`src/rtl/thermo_poll_pkg.sv`:
```
package thermo_poll_pkg;

  typedef enum logic {TP_IDLE = 1'b0, TP_RUN = 1'b1} tp_state_e;

  // Number of sensors behind evaluator u: core units first, hub last.
  function automatic int unsigned tp_sensors_of(int unsigned u, int unsigned core_units,
                                                int unsigned core_sens, int unsigned hub_sens);
    if (u < core_units) return core_sens;
    if (u == core_units) return hub_sens;
    return 0;
  endfunction

  // True when (u, s) is a pair the round must collect.
  function automatic logic tp_pair_wanted(int unsigned u, int unsigned s, int unsigned core_units,
                                          int unsigned core_sens, int unsigned hub_sens);
    return s < tp_sensors_of(u, core_units, core_sens, hub_sens);
  endfunction

  // Remaining-budget test: true on the last cycle allowed by the budget.
  function automatic logic tp_budget_spent(int unsigned elapsed, int unsigned budget);
    return (elapsed + 1) >= budget;
  endfunction

endpackage

```
`src/rtl/tp_round_fsm.sv`:
```
module tp_round_fsm
  import thermo_poll_pkg::*;
#(
  parameter int unsigned TMO_W = 16
) (
  input  logic             clk,
  input  logic             rst_n,
  input  logic             trigger_i,
  input  logic             full_i,
  input  logic [TMO_W-1:0] timeout_i,
  output logic             start_evt_o,
  output logic             end_evt_o,
  output logic             run_o,
  output logic             collect_o,
  output logic             done_o
);

  tp_state_e        state_q;
  logic [TMO_W-1:0] cnt_q;
  logic             collect_q, done_q;
  logic             budget_out;

  assign budget_out  = tp_budget_spent(32'(cnt_q), 32'(timeout_i));
  assign start_evt_o = (state_q == TP_IDLE) && trigger_i;
  assign end_evt_o   = (state_q == TP_RUN) && (full_i || budget_out);
  assign run_o       = (state_q == TP_RUN);
  assign collect_o   = collect_q;
  assign done_o      = done_q;

  always_ff @(posedge clk or negedge rst_n) begin
    if (!rst_n) begin
      state_q   <= TP_IDLE;
      cnt_q     <= '0;
      collect_q <= 1'b0;
      done_q    <= 1'b0;
    end else begin
      collect_q <= start_evt_o;
      done_q    <= end_evt_o;
      if (start_evt_o) begin
        state_q <= TP_RUN;
        cnt_q   <= '0;
      end else if (end_evt_o) begin
        state_q <= TP_IDLE;
      end else if (state_q == TP_RUN) begin
        cnt_q <= cnt_q + 1'b1;
      end
    end
  end

  p_collect_pulse_r1: assert property (@(posedge clk) disable iff (!rst_n)
    collect_o |=> !collect_o);
  p_no_restart_r2: assert property (@(posedge clk) disable iff (!rst_n)
    (state_q == TP_RUN) |=> !collect_o);
  p_full_ends_r5: assert property (@(posedge clk) disable iff (!rst_n)
    (run_o && full_i) |=> !run_o);
  p_done_idle_r5: assert property (@(posedge clk) disable iff (!rst_n)
    done_o |-> !run_o);
  p_timer_bound_r7: assert property (@(posedge clk) disable iff (!rst_n)
    (run_o && timeout_i != '0) |-> (cnt_q < timeout_i));

endmodule

```
`src/rtl/tp_report_intake.sv`:
```
module tp_report_intake
  import thermo_poll_pkg::*;
#(
  parameter int unsigned CORE_UNITS = 4,
  parameter int unsigned CORE_SENS  = 8,
  parameter int unsigned HUB_SENS   = 6,
  parameter int unsigned CODE_W     = 9,
  parameter int unsigned UNIT_W     = 3,
  parameter int unsigned SENS_W     = 3,
  localparam int unsigned NUM_UNITS = CORE_UNITS + 1
) (
  input  logic                        clk,
  input  logic                        rst_n,
  input  logic                        clear_i,
  input  logic                        take_i,
  input  logic [UNIT_W-1:0]           unit_i,
  input  logic [SENS_W-1:0]           sensor_i,
  input  logic [CODE_W-1:0]           code_i,
  input  logic [UNIT_W-1:0]           rd_unit_i,
  input  logic [SENS_W-1:0]           rd_sensor_i,
  output logic [CODE_W-1:0]           rd_code_o,
  output logic                        good_o,
  output logic                        proto_err_o,
  output logic [NUM_UNITS-1:0]        unit_done_o,
  output logic                        full_o,
  output logic [NUM_UNITS*CODE_W-1:0] run_max_o
);

  localparam int unsigned SLOTS = (CORE_SENS > HUB_SENS) ? CORE_SENS : HUB_SENS;

  logic [CODE_W-1:0] tbl_q  [NUM_UNITS][SLOTS];
  logic              got_q  [NUM_UNITS][SLOTS];
  logic [CODE_W-1:0] rmax_q [NUM_UNITS];
  logic              perr_q;
  logic              pair_ok;

  assign pair_ok     = tp_pair_wanted(32'(unit_i), 32'(sensor_i), CORE_UNITS, CORE_SENS, HUB_SENS);
  assign good_o      = take_i && pair_ok;
  assign proto_err_o = perr_q;
  assign full_o      = &unit_done_o;

  always_comb begin
    for (int u = 0; u < NUM_UNITS; u++) begin
      unit_done_o[u] = 1'b1;
      for (int s = 0; s < SLOTS; s++)
        if (tp_pair_wanted(u, s, CORE_UNITS, CORE_SENS, HUB_SENS) && !got_q[u][s])
          unit_done_o[u] = 1'b0;
    end
  end

  always_comb begin
    rd_code_o = '0;
    for (int u = 0; u < NUM_UNITS; u++)
      for (int s = 0; s < SLOTS; s++)
        if (rd_unit_i == UNIT_W'(u) && rd_sensor_i == SENS_W'(s) &&
            tp_pair_wanted(u, s, CORE_UNITS, CORE_SENS, HUB_SENS))
          rd_code_o = tbl_q[u][s];
  end

  genvar gu;
  generate
    for (gu = 0; gu < NUM_UNITS; gu++) begin : g_unit
      assign run_max_o[gu*CODE_W +: CODE_W] = rmax_q[gu];

      always_ff @(posedge clk or negedge rst_n) begin
        if (!rst_n) begin
          rmax_q[gu] <= '0;
          for (int s = 0; s < SLOTS; s++) begin
            got_q[gu][s] <= 1'b0;
            tbl_q[gu][s] <= '0;
          end
        end else if (clear_i) begin
          rmax_q[gu] <= '0;
          for (int s = 0; s < SLOTS; s++) got_q[gu][s] <= 1'b0;
        end else if (good_o && unit_i == UNIT_W'(gu)) begin
          if (code_i > rmax_q[gu]) rmax_q[gu] <= code_i;
          for (int s = 0; s < SLOTS; s++)
            if (sensor_i == SENS_W'(s)) begin
              got_q[gu][s] <= 1'b1;
              tbl_q[gu][s] <= code_i;
            end
        end
      end
    end
  endgenerate

  always_ff @(posedge clk or negedge rst_n) begin
    if (!rst_n)                  perr_q <= 1'b0;
    else if (clear_i)            perr_q <= 1'b0;
    else if (take_i && !pair_ok) perr_q <= 1'b1;
  end

  p_drop_flag_r4: assert property (@(posedge clk) disable iff (!rst_n)
    (take_i && !good_o) |=> proto_err_o);
  p_clear_empties_r5: assert property (@(posedge clk) disable iff (!rst_n)
    clear_i |=> !full_o);
  p_err_holds_r4: assert property (@(posedge clk) disable iff (!rst_n)
    (proto_err_o && !clear_i) |=> proto_err_o);

endmodule

```
`src/rtl/tp_result_agg.sv`:
```
module tp_result_agg #(
  parameter int unsigned NUM_UNITS = 5,
  parameter int unsigned CODE_W    = 9
) (
  input  logic                        clk,
  input  logic                        rst_n,
  input  logic                        start_evt_i,
  input  logic                        end_evt_i,
  input  logic [NUM_UNITS-1:0]        unit_done_i,
  input  logic [NUM_UNITS*CODE_W-1:0] run_max_i,
  input  logic                        good_i,
  input  logic [CODE_W-1:0]           code_i,
  input  logic [CODE_W-1:0]           thresh_i,
  output logic [NUM_UNITS*CODE_W-1:0] max_o,
  output logic [NUM_UNITS-1:0]        tmo_o,
  output logic                        alarm_o
);

  logic [NUM_UNITS*CODE_W-1:0] max_q;
  logic [NUM_UNITS-1:0]        tmo_q;
  logic                        alarm_q;
  logic                        hot_hit;

  assign hot_hit = good_i && (code_i >= thresh_i);
  assign max_o   = max_q;
  assign tmo_o   = tmo_q;
  assign alarm_o = alarm_q;

  always_ff @(posedge clk or negedge rst_n) begin
    if (!rst_n) begin
      max_q   <= '0;
      tmo_q   <= '0;
      alarm_q <= 1'b0;
    end else begin
      if (hot_hit) alarm_q <= 1'b1;
      if (start_evt_i) begin
        tmo_q <= '0;
      end else if (end_evt_i) begin
        tmo_q <= ~unit_done_i;
        max_q <= run_max_i;
      end
    end
  end

  p_alarm_sticky_r8: assert property (@(posedge clk) disable iff (!rst_n)
    alarm_o |=> alarm_o);
  p_hot_raises_r8: assert property (@(posedge clk) disable iff (!rst_n)
    hot_hit |=> alarm_o);
  p_tmo_quiet_r7: assert property (@(posedge clk) disable iff (!rst_n)
    (!start_evt_i && !end_evt_i) |=> $stable(tmo_o));

endmodule

```
`src/rtl/thermo_poll_ctrl.sv`:
```
module thermo_poll_ctrl #(
  parameter int unsigned CORE_UNITS = 4,
  parameter int unsigned CORE_SENS  = 8,
  parameter int unsigned HUB_SENS   = 6,
  parameter int unsigned CODE_W     = 9,
  parameter int unsigned TMO_W      = 16,
  localparam int unsigned NUM_UNITS = CORE_UNITS + 1,
  localparam int unsigned UNIT_W    = $clog2(NUM_UNITS),
  localparam int unsigned SENS_W    = $clog2(CORE_SENS)
) (
  input  logic                        clk,
  input  logic                        rst_n,
  input  logic                        tick_i,
  input  logic                        start_i,
  input  logic [TMO_W-1:0]            timeout_i,
  input  logic [CODE_W-1:0]           thresh_i,
  output logic [NUM_UNITS-1:0]        collect_o,
  input  logic                        rpt_valid_i,
  output logic                        rpt_ready_o,
  input  logic [UNIT_W-1:0]           rpt_unit_i,
  input  logic [SENS_W-1:0]           rpt_sensor_i,
  input  logic [CODE_W-1:0]           rpt_code_i,
  input  logic [UNIT_W-1:0]           rd_unit_i,
  input  logic [SENS_W-1:0]           rd_sensor_i,
  output logic [CODE_W-1:0]           rd_code_o,
  output logic                        busy_o,
  output logic                        done_o,
  output logic [NUM_UNITS-1:0]        tmo_o,
  output logic [NUM_UNITS*CODE_W-1:0] max_o,
  output logic                        proto_err_o,
  output logic                        alarm_o
);

  logic                        start_evt, end_evt, run, collect_one, full, take, good;
  logic [NUM_UNITS-1:0]        unit_done;
  logic [NUM_UNITS*CODE_W-1:0] run_max;

  assign rpt_ready_o = run && !end_evt;
  assign take        = rpt_valid_i && rpt_ready_o;
  assign busy_o      = run;
  assign collect_o   = {NUM_UNITS{collect_one}};

  tp_round_fsm #(.TMO_W(TMO_W)) u_fsm (
    .clk(clk), .rst_n(rst_n), .trigger_i(tick_i | start_i), .full_i(full),
    .timeout_i(timeout_i), .start_evt_o(start_evt), .end_evt_o(end_evt),
    .run_o(run), .collect_o(collect_one), .done_o(done_o)
  );

  tp_report_intake #(
    .CORE_UNITS(CORE_UNITS), .CORE_SENS(CORE_SENS), .HUB_SENS(HUB_SENS),
    .CODE_W(CODE_W), .UNIT_W(UNIT_W), .SENS_W(SENS_W)
  ) u_intake (
    .clk(clk), .rst_n(rst_n), .clear_i(start_evt), .take_i(take),
    .unit_i(rpt_unit_i), .sensor_i(rpt_sensor_i), .code_i(rpt_code_i),
    .rd_unit_i(rd_unit_i), .rd_sensor_i(rd_sensor_i), .rd_code_o(rd_code_o),
    .good_o(good), .proto_err_o(proto_err_o), .unit_done_o(unit_done),
    .full_o(full), .run_max_o(run_max)
  );

  tp_result_agg #(.NUM_UNITS(NUM_UNITS), .CODE_W(CODE_W)) u_agg (
    .clk(clk), .rst_n(rst_n), .start_evt_i(start_evt), .end_evt_i(end_evt),
    .unit_done_i(unit_done), .run_max_i(run_max), .good_i(good),
    .code_i(rpt_code_i), .thresh_i(thresh_i), .max_o(max_o), .tmo_o(tmo_o),
    .alarm_o(alarm_o)
  );

  p_ready_busy_r3: assert property (@(posedge clk) disable iff (!rst_n)
    rpt_ready_o |-> busy_o);
  p_collect_from_idle_r1: assert property (@(posedge clk) disable iff (!rst_n)
    $rose(busy_o) |-> collect_o[0]);

endmodule

```
`config.mk`:
```
export PLATFORM = sky130hd
export DESIGN_NAME = thermo_poll_ctrl
export DESIGN_NICKNAME = d
export VERILOG_FILES = /design/src/rtl/thermo_poll_pkg.sv /design/src/rtl/tp_round_fsm.sv /design/src/rtl/tp_report_intake.sv /design/src/rtl/tp_result_agg.sv /design/src/rtl/thermo_poll_ctrl.sv
export SDC_FILE = /design/constraint.sdc
export NUM_CORES = 1
export LEC_CHECK = 0
export CAP_MARGIN = 20
export CORE_MARGIN = 2
export CORE_UTILIZATION = 55
export CTS_BUF_LIST = sky130_fd_sc_hd__clkbuf_4
export CTS_CLUSTER_SIZE = 10
export DETAILED_ROUTE_END_ITERATION = 7
export DONT_BUFFER_PORTS = 1
export PLACE_DENSITY = 0.69
export RECOVER_POWER = 25
export SLEW_MARGIN = 20
export SYNTH_ARGS = -nofsm -noshare
export SYNTH_HDL_FRONTEND = slang
export SYNTH_SLANG_ARGS = --single-unit
```
`constraint.sdc`:
```
create_clock -name clk -period 5.12 [get_ports clk]
set_input_delay 0.256 -clock clk [delete_from_list [all_inputs] [get_ports clk]]
set_output_delay 0.256 -clock clk [all_outputs]
set_load 0.02 [all_outputs]
```
==> metrics.yaml <==
clocking:
  clock_path_buffers: 3
  root_buffer: "clkbuf_4"
  cts_max_level: 4
  clock_latency_ps: 900
  clk_pin_slew_worst_paths_ps: 70
  cts_tree: "yes"
  clock-sinks: 496
  numCtsBuffers: 133
yosys:
  synthFlopType: "dfrtp_1"
  ys_types: 84
  netlist_area_mm2: 0.02504
  ys_warn_count: 0
  synth_fp_nets: 2287
  synth_area_per_cell_um2: 11.57
  synth_edf_count: 0
  ys_seq_elements: 496
  ys_async_sr_fraction_pct: 100.0
  syn_inst: 2164
  seq_area_frac_synth_pct: 49.56
sta:
  period_share_pct: 94.49
  max_freq_mhz: 206.7
  whs_ps: -937.9
  clock_skew_ps: 48.74
  setup_violations: 0
  maxSlewHeadroom_pct: -2.666
  worst_pin_slew_ps: 1540
  maxSlewViolCount: 140
  rsz0062_at_grt: "no"
  period_needed_ps: 4838
  tns_ps: 0
  final_hold_viol_count: 496
placed_design:
  post-dp-hpwl_mm: 46.28
  globalplace.congestion: 0.9049
  io_buffers: 0
  dpl_cell_area_mm2: 0.02547
  dp_cells: 2655
status:
  violations: "hold timing, slew limit"
  outcome: "finished with violations"
die:
  die_w_um: 217.4
  initial_core_util_pct: 55.42
  die_area_mm2: 0.04726
  rows: 78
  die_y_um: 217.4
  core_area_mm2: 0.04519
  io_pins: 120
layout:
  area_delta_synth_final_pct: 10.77
  fin_cells: 2929
  multi_input_area_mm2: 0.01175
  drive_above_1_share_pct: 30.35
  fin_nets: 2356
  stdcell_area_mm2: 0.02774
  regArea_mm2: 0.01241
  fillers: 3629
detailed_routing:
  drcViolationCount: 0
  viasPerCell: 6.395
  vias: 18730
  wirelength_mm: 75.28
  drtIter0Drc: 1972
  drt_pass1_iterations: 8
  wl_per_cell_um: 25.70
  ant_nets: 0
critical_path:
  timing.rr.start: "u_fsm.cnt_q[0]$_DFFE_PN0P_"
  critPathKind: "flip-flop to flip-flop"
  worstRegToRegCells: 15
  cp-start-kind: "flip-flop"
  r2r_end: "u_intake.tbl_q[312]$_DFFE_PN0P_"
  setup.worst_path.end_class: "flip-flop"
  critPathArrivalTime_ps: 5600
  crit_required_ps: 5880
  cp_max_fo: 26
  r2r_slack_ps: 280
run:
  drv_cap: 0
pwr:
  leakagePower_uw: 0.01309
  pwr_density_cell_mw_per_mm2: 343.4
  ir_worst_vdd_uv: 201.6
  power_uw: 9527
grt:
  grt_pass1_wl_mm: 115.4
  grt_max_degree: 497
  grtUsageTotal_pct: 32.43
  grt_pass1_vias: 19020
  overflow: 0
  antenna_found_initial: 2
hold_path:
  hold_class: "input port to async pin"
==> metal layers <==
metal	share of wire (%)	global-route usage [%]	up-vias
li1	-	-	8061
met1	42	44.20	9528
met2	45	49.19	946
met3	9.4	8.078	196
met4	4.0	14.57	0
met5	0	0	-
==> sequential cells by signal, indices dropped and copies added, names as in the netlist <==
signal,cells
u_agg.alarm_o,1
u_agg.max_o,45
u_agg.tmo_o,5
u_fsm.cnt_q,16
u_fsm.collect_o,1
u_fsm.done_o,1
u_fsm.run_o,1
u_intake.got_q,38
u_intake.proto_err_o,1
u_intake.run_max_o,45
u_intake.tbl_q,342
==> power breakdown <==
| part | total [µW] | switching [µW] | leakage, µW | internal (µW) |
|---|---|---|---|---|
| combinational | 1300 | 679 | 0.00535 | 626 |
| clock | 3610 | 1650 | 0.00104 | 1960 |
| sequential | 4610 | 267 | 0.00669 | 4340 |
==> per-stage QoR <==
step,setup slack (ps),hold slack (ps),utilization (%)
floorplan,1410,-39.59,-
global placement,806.9,-28.63,56.37
detailed placement,721.6,-29.66,56.37
CTS,151.5,-963.2,61.30
global route,52.00,-961.6,61.38
finish,282.3,-937.9,61.39
==> logic make-up after synthesis <==
group                    after synthesis  share of synthesized area (%)
AO/OA/AOI/OAI                        428                          11.12
adder cells (fa/ha/maj)               72                          3.597
XOR/XNOR                              15                         0.5246
buffers and inverters                226                          3.747
AND/OR/NAND/NOR                      452                          10.26
flip-flops                           496                          49.56
multiplexers                         475                          21.20
==> synth_stat cells (all sizes together) (9+ instances only) <==
master    n  area [µm²]
nand2   186       698.2
nor2b    20       125.1
a211oi   12       90.09
mux2i    95       950.9
nand2b   12       75.07
a221oi   17       155.1
a21oi    79       395.4
o22ai    22       137.6
xnor2     9       78.83
nand3    40       200.2
ha       72       900.9
a22oi    15       112.6
clkbuf   98       367.9
o21ai   129       649.4
buf      46       262.8
nor3     49       599.3
o211ai   14       105.1
a31oi    10       62.56
dfrtp   496       12410
a22o     10       87.58
a21o     45       337.8
nor4     12       135.1
nand4    27       175.2
mux2    376        4268
inv      80       300.3
nor2     69       264.0
==> worst max-delay path, stage by stage (launching register included) <==
cell	delay, ps
dfrtp_1	420
ha_1	230
nand3_1	190
nor4_2	420
and4_1	290
xor2_1	160
ha_1	260
nand4_1	150
a211oi_1	100
a221oi_2	280
o21a_2	220
nand2_4	80
buf_4	330
nor3_4	600
mux2_2	400
dlygate4sd3_1	550
==> cells in the final DEF, fill, tap and decap left out, types with 8 or more instances in the layout <==
cell | synthesis | final
a211oi_1 | 12 | 11
a21o_1 | 45 | 45
a21oi_1 | 79 | 79
a221oi_1 | 16 | 16
a22o_1 | 10 | 10
a22oi_1 | 15 | 15
a31oi_1 | 10 | 10
buf_4 | 5 | 37
clkbuf_4 | 0 | 205
clkinv_1 | 2 | 13
dfrtp_1 | 496 | 496
dlygate4sd3_1 | 0 | 32
ha_1 | 72 | 72
inv_1 | 78 | 78
inv_2 | 2 | 10
mux2_2 | 367 | 367
mux2_4 | 9 | 9
mux2i_1 | 95 | 95
nand2_1 | 186 | 185
nand2b_1 | 12 | 12
nand3_1 | 40 | 40
nand4_1 | 26 | 26
nor2_1 | 67 | 67
nor2b_1 | 20 | 19
nor3_1 | 17 | 17
nor3_4 | 31 | 31
o211ai_1 | 14 | 14
o21ai_0 | 127 | 127
o221ai_1 | 8 | 8
o22ai_1 | 22 | 22
o31ai_1 | 8 | 8
xnor2_1 | 9 | 9
==> cell type report <==
cell class	instances	share of cell area [%]
antenna	3	0.02706
clock buffer	205	5.548
clock inverter	23	0.5953
inverter	82	1.123
multi-input combinational	1442	42.35
sequential	496	44.74
tap	600	2.706
timing repair buffer	78	2.914
==> worst max-delay path by stage <==
stage / from / end / depth (start not counted) / slack, ps
floorplan: u_fsm.cnt_q[0]$_DFFE_PN0P_ / u_intake.tbl_q[36]$_DFFE_PN0P_ / 15 / 1410
global placement: u_fsm.cnt_q[0]$_DFFE_PN0P_ / u_intake.tbl_q[317]$_DFFE_PN0P_ / 14 / 810
detailed placement: u_fsm.cnt_q[0]$_DFFE_PN0P_ / u_intake.tbl_q[315]$_DFFE_PN0P_ / 14 / 720
CTS: u_fsm.cnt_q[0]$_DFFE_PN0P_ / u_intake.tbl_q[322]$_DFFE_PN0P_ / 15 / 150
global route: u_fsm.cnt_q[0]$_DFFE_PN0P_ / u_intake.tbl_q[312]$_DFFE_PN0P_ / 15 / 50
finish: u_fsm.cnt_q[0]$_DFFE_PN0P_ / u_intake.tbl_q[312]$_DFFE_PN0P_ / 15 / 280
==> timing repair <==
item / 4_1_cts / 5_1_grt
setup buffers: 0 / 2
setup endpoints to repair: 0 / 6
resized for setup: 0 / 2
hold buffers: 40 / 1
endpoints found under the hold margin: 906 / 498
No activity file was read; power rests on OpenSTA's default activity.
